## src/rtl/strm_adapt_pkg.sv

```systemverilog
`timescale 1ns/1ps
package strm_adapt_pkg;

   // occupancy of the two-register output path
   typedef enum logic [1:0] {
      FILL_NONE = 2'd0,
      FILL_OUT  = 2'd1,
      FILL_BOTH = 2'd2
   } fill_e;

endpackage

```

## src/rtl/strm_frame_counter.sv

```systemverilog
`timescale 1ns/1ps
module strm_frame_counter #(
   parameter int LEN_W   = 8,
   parameter int DEF_LEN = 4
) (
   input  logic             clk,
   input  logic             rst_n,
   input  logic             beat,
   input  logic             cfg_we,
   input  logic [LEN_W-1:0] cfg_len,
   output logic             last_o,
   output logic [LEN_W-1:0] cnt_o,
   output logic [LEN_W-1:0] len_o
);

   localparam logic [LEN_W-1:0] ONE     = LEN_W'(1);
   localparam logic [LEN_W-1:0] DEF_EFF = (DEF_LEN == 0) ? ONE : LEN_W'(DEF_LEN);

   generate
      if (LEN_W == 1) begin : g_unit
         // only lengths 0 and 1 exist; both mark every word
         logic unused_cfg;
         assign unused_cfg = ^{clk, rst_n, beat, cfg_we, cfg_len};
         assign last_o = 1'b1;
         assign cnt_o  = '0;
         assign len_o  = ONE;
      end else begin : g_count
         logic [LEN_W-1:0] len_q, cnt_q;
         logic [LEN_W-1:0] len_eff, base, nxt;

         always_comb begin
            len_eff = len_q;
            base    = cnt_q;
            if (cfg_we) begin
               len_eff = (cfg_len == '0) ? ONE : cfg_len;
               base    = '0;
            end
            nxt    = base + ONE;
            last_o = (nxt == len_eff);
         end

         always_ff @(posedge clk or negedge rst_n) begin
            if (!rst_n) begin
               len_q <= DEF_EFF;
               cnt_q <= '0;
            end else begin
               if (cfg_we)
                  len_q <= len_eff;
               if (beat)
                  cnt_q <= last_o ? '0 : nxt;
               else if (cfg_we)
                  cnt_q <= '0;
            end
         end

         assign cnt_o = cnt_q;
         assign len_o = len_q;
      end
   endgenerate

endmodule

```

## src/rtl/strm_skid_pipe.sv

```systemverilog
`timescale 1ns/1ps
module strm_skid_pipe #(
   parameter int PAY_W = 17
) (
   input  logic             clk,
   input  logic             rst_n,
   input  logic             in_fire,
   input  logic [PAY_W-1:0] in_pay,
   input  logic             out_ready,
   output logic             out_valid,
   output logic [PAY_W-1:0] out_pay,
   output logic             can_take,
   output logic             skid_full
);
   import strm_adapt_pkg::*;

   fill_e            fill_q;
   logic [PAY_W-1:0] out_q, spare_q;
   logic             out_free;

   assign out_free  = (fill_q == FILL_NONE) || out_ready;
   assign can_take  = (fill_q != FILL_BOTH) && out_free;
   assign out_valid = (fill_q != FILL_NONE);
   assign skid_full = (fill_q == FILL_BOTH);
   assign out_pay   = out_q;

   always_ff @(posedge clk or negedge rst_n) begin
      if (!rst_n) begin
         fill_q  <= FILL_NONE;
         out_q   <= '0;
         spare_q <= '0;
      end else begin
         unique case (fill_q)
            FILL_NONE: begin
               if (in_fire) begin
                  out_q  <= in_pay;
                  fill_q <= FILL_OUT;
               end
            end
            FILL_OUT: begin
               if (out_ready) begin
                  if (in_fire) out_q <= in_pay;
                  else         fill_q <= FILL_NONE;
               end else if (in_fire) begin
                  spare_q <= in_pay;
                  fill_q  <= FILL_BOTH;
               end
            end
            FILL_BOTH: begin
               if (out_ready) begin
                  out_q <= spare_q;
                  if (in_fire) spare_q <= in_pay;
                  else         fill_q  <= FILL_OUT;
               end
            end
            default: fill_q <= FILL_NONE;
         endcase
      end
   end

endmodule

```

## src/rtl/strm_frame_adapter.sv

```systemverilog
`timescale 1ns/1ps
module strm_frame_adapter #(
   parameter int DATA_W  = 16,
   parameter int LEN_W   = 8,
   parameter int DEF_LEN = 4
) (
   input  logic              clk,
   input  logic              rst_n,
   input  logic              src_valid,
   input  logic [DATA_W-1:0] src_data,
   input  logic              src_last,
   output logic              src_ready,
   input  logic              cfg_we,
   input  logic [LEN_W-1:0]  cfg_len,
   output logic              m_tvalid,
   output logic [DATA_W-1:0] m_tdata,
   output logic              m_tlast,
   input  logic              m_tready
);

   localparam int PAY_W = DATA_W + 1;

   generate
      if (DATA_W < 1) begin : g_bad_data
         $error("DATA_W must be at least 1");
      end
      if (LEN_W < 1 || LEN_W > 30) begin : g_bad_len
         $error("LEN_W must be between 1 and 30");
      end
      if (DEF_LEN < 0 || DEF_LEN >= (1 << LEN_W)) begin : g_bad_def
         $error("DEF_LEN does not fit LEN_W");
      end
   endgenerate

   logic             word_last;
   logic [LEN_W-1:0] cnt_w, len_w;
   logic [PAY_W-1:0] pay_in, pay_out;
   logic             skid_full_w;
   logic             unused_src_last;

   assign unused_src_last = src_last;

   strm_frame_counter #(
      .LEN_W   (LEN_W),
      .DEF_LEN (DEF_LEN)
   ) i_ctr (
      .clk     (clk),
      .rst_n   (rst_n),
      .beat    (src_valid),
      .cfg_we  (cfg_we),
      .cfg_len (cfg_len),
      .last_o  (word_last),
      .cnt_o   (cnt_w),
      .len_o   (len_w)
   );

   assign pay_in = {word_last, src_data};

   strm_skid_pipe #(
      .PAY_W (PAY_W)
   ) i_pipe (
      .clk       (clk),
      .rst_n     (rst_n),
      .in_fire   (src_valid),
      .in_pay    (pay_in),
      .out_ready (m_tready),
      .out_valid (m_tvalid),
      .out_pay   (pay_out),
      .can_take  (src_ready),
      .skid_full (skid_full_w)
   );

   assign m_tdata = pay_out[DATA_W-1:0];
   assign m_tlast = pay_out[DATA_W];

endmodule

```

## config.mk

```make
export PLATFORM = sky130hd
export DESIGN_NAME = strm_frame_adapter
export DESIGN_NICKNAME = d
export VERILOG_FILES = /design/src/rtl/strm_adapt_pkg.sv /design/src/rtl/strm_frame_counter.sv /design/src/rtl/strm_skid_pipe.sv /design/src/rtl/strm_frame_adapter.sv
export SDC_FILE = /design/constraint.sdc
export NUM_CORES = 1
export LEC_CHECK = 0
export BUFFER_PORTS_ARGS = -buffer_cell sky130_fd_sc_hd__buf_2
export CAP_MARGIN = 15
export CORE_ASPECT_RATIO = 0.6
export CORE_MARGIN = 4
export CORE_UTILIZATION = 56
export CTS_CLUSTER_SIZE = 10
export DETAILED_ROUTE_END_ITERATION = 12
export HOLD_SLACK_MARGIN = 0.15
export PLACE_DENSITY = 0.79
export SETUP_SLACK_MARGIN = 0.05
export SLEW_MARGIN = 40
export SYNTH_ARGS = -nofsm -noshare
export SYNTH_HDL_FRONTEND = slang
export SYNTH_HIERARCHICAL = 1
export SYNTH_SLANG_ARGS = --single-unit
export TNS_END_PERCENT = 100
```

## constraint.sdc

```tcl
create_clock -name clk -period 2.75 [get_ports clk]
set_input_delay 0.55 -clock clk [delete_from_list [all_inputs] [get_ports clk]]
set_output_delay 0.55 -clock clk [all_outputs]
set_load 0.02 [all_outputs]
```

==> flow_metrics.env, run 1 <==
export IMPL_gp_congestion=0.840
export IMPL_p_per_area_mw_per_mm2=765
export IMPL_cts_tree="built"
export IMPL_nNetsFinal=309
export IMPL_syn_nets=263
export IMPL_synth_warnings=6
export IMPL_skew_ns=0.00764
export IMPL_outcome="complete, no violations"
export IMPL_r2r_end="i_pipe/out_pay[16]"
export IMPL_min_path_type="input port to async pin"
export IMPL_setup_violations=0
export IMPL_avgRoutedWirePerCell_um=16.0
export IMPL_r2r_cells=7
export IMPL_finalPower_mw=2.52
export IMPL_die_x_um=102
export IMPL_io_buffer_count=47
export IMPL_critPathCaptureType="flip-flop"
export IMPL_cts_resized_gates=0
export IMPL_wl_mm=5.54
export IMPL_path_max_fanout=11
export IMPL_start_util=0.581
export IMPL_antenna_found_initial=0
export IMPL_drtPass1Iterations=4
export IMPL_tns_ns=0
export IMPL_drt_initial_drc_count=107
export IMPL_avgSynthCellArea_um2=12.7
export IMPL_multi_input_area_mm2=0.00150
export IMPL_cp_required_ns=2.93
export IMPL_synthCells=233
export IMPL_grt_pass1_vias=1997
export IMPL_clk_path_buf_depth=2
export IMPL_grt_setup_unrepaired="false"
export IMPL_io_pins=49
export IMPL_cts_hold_buf=0
export IMPL_fillCellCount=395
export IMPL_die_area_mm2=0.00653
export IMPL_clock_sinks=52
export IMPL_peakVddDrop_v=0.000404
export IMPL_maxCapViolations=0
export IMPL_htree_levels=2
export IMPL_tightest_slew_ns=0.569
export IMPL_hpwl_mm=3.97
export IMPL_period_share=0.863
export IMPL_rows=20
export IMPL_fp_coreArea_mm2=0.00508
export IMPL_clk_latency_ns=0.30
export IMPL_slew_headroom=0.621
export IMPL_grt_pass1_wl_mm=9.63
export IMPL_dr_total_vias=1955
export IMPL_grt_usage=0.185
export IMPL_ant_nets=0
export IMPL_dpl_cell_count=338
export IMPL_cts_buffers=5
export IMPL_cts_root_buf="clkbuf_8"
export IMPL_max_freq_mhz=421
export IMPL_seq_area_mm2=0.00130
export IMPL_post_cts_buffers=0
export IMPL_hold_viol=0
export IMPL_finalMaxSlewViolations=0
export IMPL_min_period_ns=2.37
export IMPL_num_antenna_cells=0
export IMPL_critical_path_arrival_ns=2.56
export IMPL_syn2layout_area_growth_pct=11.7
export IMPL_grt_ovfl_total=0
export IMPL_path_clk_slew_ns=0.09
export IMPL_rrSetupSlack_ns=0.38
export IMPL_criticalPathCategory="flip-flop to flip-flop"
export IMPL_timing_rr_start="i_ctr/cnt_o[0]"
export IMPL_instances_no_fill=346
export IMPL_drt_vias_per_instance=5.65
export IMPL_syn_cell_area_mm2=0.00295
export IMPL_leakagePower_nw=1.53
export IMPL_drc=0
export IMPL_worst_setup_path_start_kind="flip-flop"
export IMPL_drive_gt1_frac=0.464
export IMPL_die_h_um=64.2
export IMPL_grt_max_degree=29
## registers in the layout (all words and copies together) (netlist names)
| register | flops |
|---|---|
| i_ctr/cnt_o | 8 |
| i_pipe/out_pay | 17 |
| i_ctr/len_o | 8 |
| i_pipe/spare_q | 17 |
| i_pipe/fill_q | 2 |
## per-layer routing
| layer | track usage | part of all wire | vias to the layer above | routed length (um) |
|---|---|---|---|---|
| met5 | 0 | 0 | - | 0 |
| met4 | 0.0299 | 0.0029 | 0 | 16 |
| met3 | 0.0469 | 0.057 | 2 | 316 |
| met2 | 0.269 | 0.43 | 42 | 2400 |
| met1 | 0.282 | 0.51 | 972 | 2800 |
| li1 | - | - | 939 | - |
## cell type report
cell class                 count  share of cell area
clock inverter                 1             0.00228
tap                           66              0.0250
multi-input combinational    163               0.456
timing repair buffer          55              0.0934
sequential                    52               0.395
inverter                       2             0.00228
clock buffer                   7              0.0262
## layout by cell type (no fill, tap or decap), drive strengths merged, types with 5 or more instances in the layout
cell	instances
a211oi	5
xor2	5
clkbuf	7
mux2	58
nor2	5
dfrtp	51
nor2b	8
a21oi	12
nand2	10
nor3b	6
buf	55
xnor2	5
o21ai	5
## where the power goes
group	switching, mW	leakage (nW)	internal (mW)
logic	0.412	0.855	0.490
clock network	0.241	0.0445	0.205
registers	0.163	0.630	1.01
## worst max path at each step
stage                              start            endpoint  slack, ns  depth (start not counted)
final                     i_ctr/cnt_o[0]  i_pipe/out_pay[16]       0.38                          7
after global routing      i_ctr/cnt_o[0]  i_pipe/out_pay[16]       0.25                          7
after CTS                 i_ctr/cnt_o[0]  i_pipe/out_pay[16]       0.41                          7
after detailed placement          cfg_we  i_pipe/out_pay[16]       0.39                          8
after global placement            cfg_we  i_pipe/out_pay[16]       0.41                          8
after floorplan                   cfg_we  i_pipe/out_pay[16]       0.61                          8
## metrics by stage
step,hold slack [ns],worst slack [ns],instance area (um^2),utilization
floorplan,0.254,0.614,2950,-
global placement,0.485,0.407,3200,0.631
detailed placement,0.487,0.394,3200,0.631
CTS,0.247,0.407,3300,0.649
global route,0.262,0.249,3300,0.649
finish,0.234,0.376,3300,0.649
## critical path, cell delays in order, from the launching register on
cell and delay, ns:
dfrtp_1 0.58, and4_4 0.32, nand3_2 0.12, xnor2_1 0.16, o211a_1 0.33, and3_1 0.24, mux2_4 0.26, mux2_4 0.25
(Power assumes the default switching activity.)
==> inputs of run 2 (changes only) <==
Settings changed: BUFFER_PORTS_ARGS -buffer_cell sky130_fd_sc_hd__buf_2 to default, CORE_UTILIZATION 56 to 63, DONT_BUFFER_PORTS from default to 1.
==> run 2 against run 1 <==
  * Non-clock buffer count fell by 52
  * Via count fell by 7.3%
  * Hold slack improved by 0.080 ns
  * Clock-buffer cell count fell by 1
  * Register-to-register slack got worse by 0.03 ns
  * Design area fell by 8.3%
  * Largest cell class unchanged
  * Largest power group unchanged
==> flow_metrics.env, run 2 (synthesis results as in run 1) <==
export IMPL_tns_ns=0
export IMPL_outcome="complete, no violations"
export IMPL_final_common_cell="dfrtp_1"
export IMPL_setup_violations=0
export IMPL_tightest_slew_ns=0.676
export IMPL_clock_sinks=52
export IMPL_rows=18
export IMPL_p_sw_mw=0.794
export IMPL_post_dp_cell_area_mm2=0.00290
export IMPL_period_share=0.874
export IMPL_finalMaxSlewViolations=0
export IMPL_gp_congestion=0.795
export IMPL_avgRoutedWirePerCell_um=19.7
export IMPL_path_clk_slew_ns=0.09
export IMPL_fin_area_mm2=0.00302
export IMPL_cp_required_ns=2.94
export IMPL_wl_mm=5.67
export IMPL_critical_path_arrival_ns=2.59
export IMPL_maxCapViolations=0
export IMPL_cts_resized_gates=0
export IMPL_cts_root_buf="clkbuf_8"
export IMPL_instances_no_fill=288
export IMPL_cts_tree="built"
export IMPL_num_antenna_cells=0
export IMPL_min_path_type="input port to flip-flop"
export IMPL_criticalPathCategory="flip-flop to flip-flop"
export IMPL_max_freq_mhz=416
export IMPL_grt_max_degree=53
export IMPL_switching_share=0.334
export IMPL_cts_buffers=5
export IMPL_hold_viol=0
export IMPL_setup_ws_ns=0.348
export IMPL_grt_pass1_vias=1886
export IMPL_die_area_mm2=0.00588
export IMPL_nNetsFinal=257
export IMPL_dr_total_vias=1813
export IMPL_ant_nets=0
export IMPL_comb_power_share=0.260
export IMPL_syn2layout_area_growth_pct=2.37
export IMPL_post_cts_buffers=0
export IMPL_start_util=0.686
export IMPL_io_pins=49
export IMPL_grt_setup_unrepaired="false"
export IMPL_io_buffer_count=0
export IMPL_die_h_um=61.0
export IMPL_min_period_ns=2.40
export IMPL_cts_hold_buf=2
export IMPL_hold_worst_slack_ns=0.314
export IMPL_skew_ns=0.00581
export IMPL_p_per_area_mw_per_mm2=787
export IMPL_path_max_fanout=11
export IMPL_drt_vias_per_instance=6.30
export IMPL_slew_headroom=0.549
export IMPL_power_frac_clock=0.183
export IMPL_peakVddDrop_v=0.000582
export IMPL_grt_ovfl_total=0
export IMPL_drtPass1Iterations=4
export IMPL_drt_initial_drc_count=104
export IMPL_leakagePower_nw=1.32
export IMPL_die_x_um=96.4
export IMPL_critPathCaptureType="flip-flop"
export IMPL_drc=0
export IMPL_clk_latency_ns=0.30
export IMPL_hpwl_mm=3.99
export IMPL_clk_path_buf_depth=2
export IMPL_final_util=0.702
export IMPL_finalPower_mw=2.38
export IMPL_fp_coreArea_mm2=0.00430
export IMPL_preCtsSetupSlack_ns=0.403
export IMPL_grt_usage=0.209
export IMPL_antenna_found_initial=0
export IMPL_internal_power_mw=1.59
export IMPL_drive_gt1_frac=0.338
export IMPL_final_cell_mix="dfrtp_1, mux2_4, mux2_2, a21oi_1, nand2_1"
export IMPL_dpl_cell_count=278
export IMPL_htree_levels=2
export IMPL_grt_pass1_wl_mm=9.23
export IMPL_p_seq_frac=0.558
export IMPL_worst_setup_path_start_kind="flip-flop"
[run 2: worst max-delay path, stage by stage, from the launching register on]
cell     delay, ns
dfrtp_1       0.60
and4_4        0.33
nand3_2       0.13
xnor2_1       0.16
o211a_1       0.32
and3_1        0.24
mux2_4        0.26
mux2_4        0.25
[run 2: routing by layer]
| layer | global-route usage | wire length, um | vias to the layer above |
|---|---|---|---|
| li1 | - | - | 837 |
| met1 | 0.292 | 2700 | 915 |
| met2 | 0.329 | 2570 | 55 |
| met3 | 0.0659 | 372 | 6 |
| met4 | 0.0419 | 27 | 0 |
| met5 | 0 | 0 | - |
[run 2: power groups by stage]
stage	Sequential [mW]	Clock [mW]	Combinational (mW)
after floorplan	1.25	0	0.602
after global placement	1.32	0	0.570
after global routing	1.36	0.486	0.664
final	1.33	0.434	0.618
after CTS	1.33	0.446	0.624
after detailed placement	1.34	0	0.598
[run 2: final cells by class]
| cell class | instances | area, um^2 |
|---|---|---|
| multi-input combinational | 163 | 1500 |
| sequential | 52 | 1300 |
| fill | 282 | 1280 |
| tap | 60 | 75.1 |
| clock buffer | 6 | 72.6 |
| timing repair buffer | 3 | 45.0 |
| clock inverter | 2 | 16.3 |
| inverter | 2 | 7.51 |
[run 2: path summary, 6_finish.rpt]
kind / from / to / slack (ns) / depth (start not counted)
setup / recovery: i_ctr/cnt_o[0] / i_pipe/out_pay[16] / 0.35 / 7
hold / removal: cfg_we / i_ctr/cnt_o[3] / 0.31 / 1
setup reg to reg: i_ctr/cnt_o[0] / i_pipe/out_pay[16] / 0.35 / 7
hold reg to reg: i_pipe/spare_q[3] / i_pipe/spare_q[3] / 0.51 / 1
max in group asynchronous: rst_n / i_ctr/len_o[2] / 1.69 / 2
min in group asynchronous: rst_n / i_pipe/spare_q[6] / 0.78 / 2
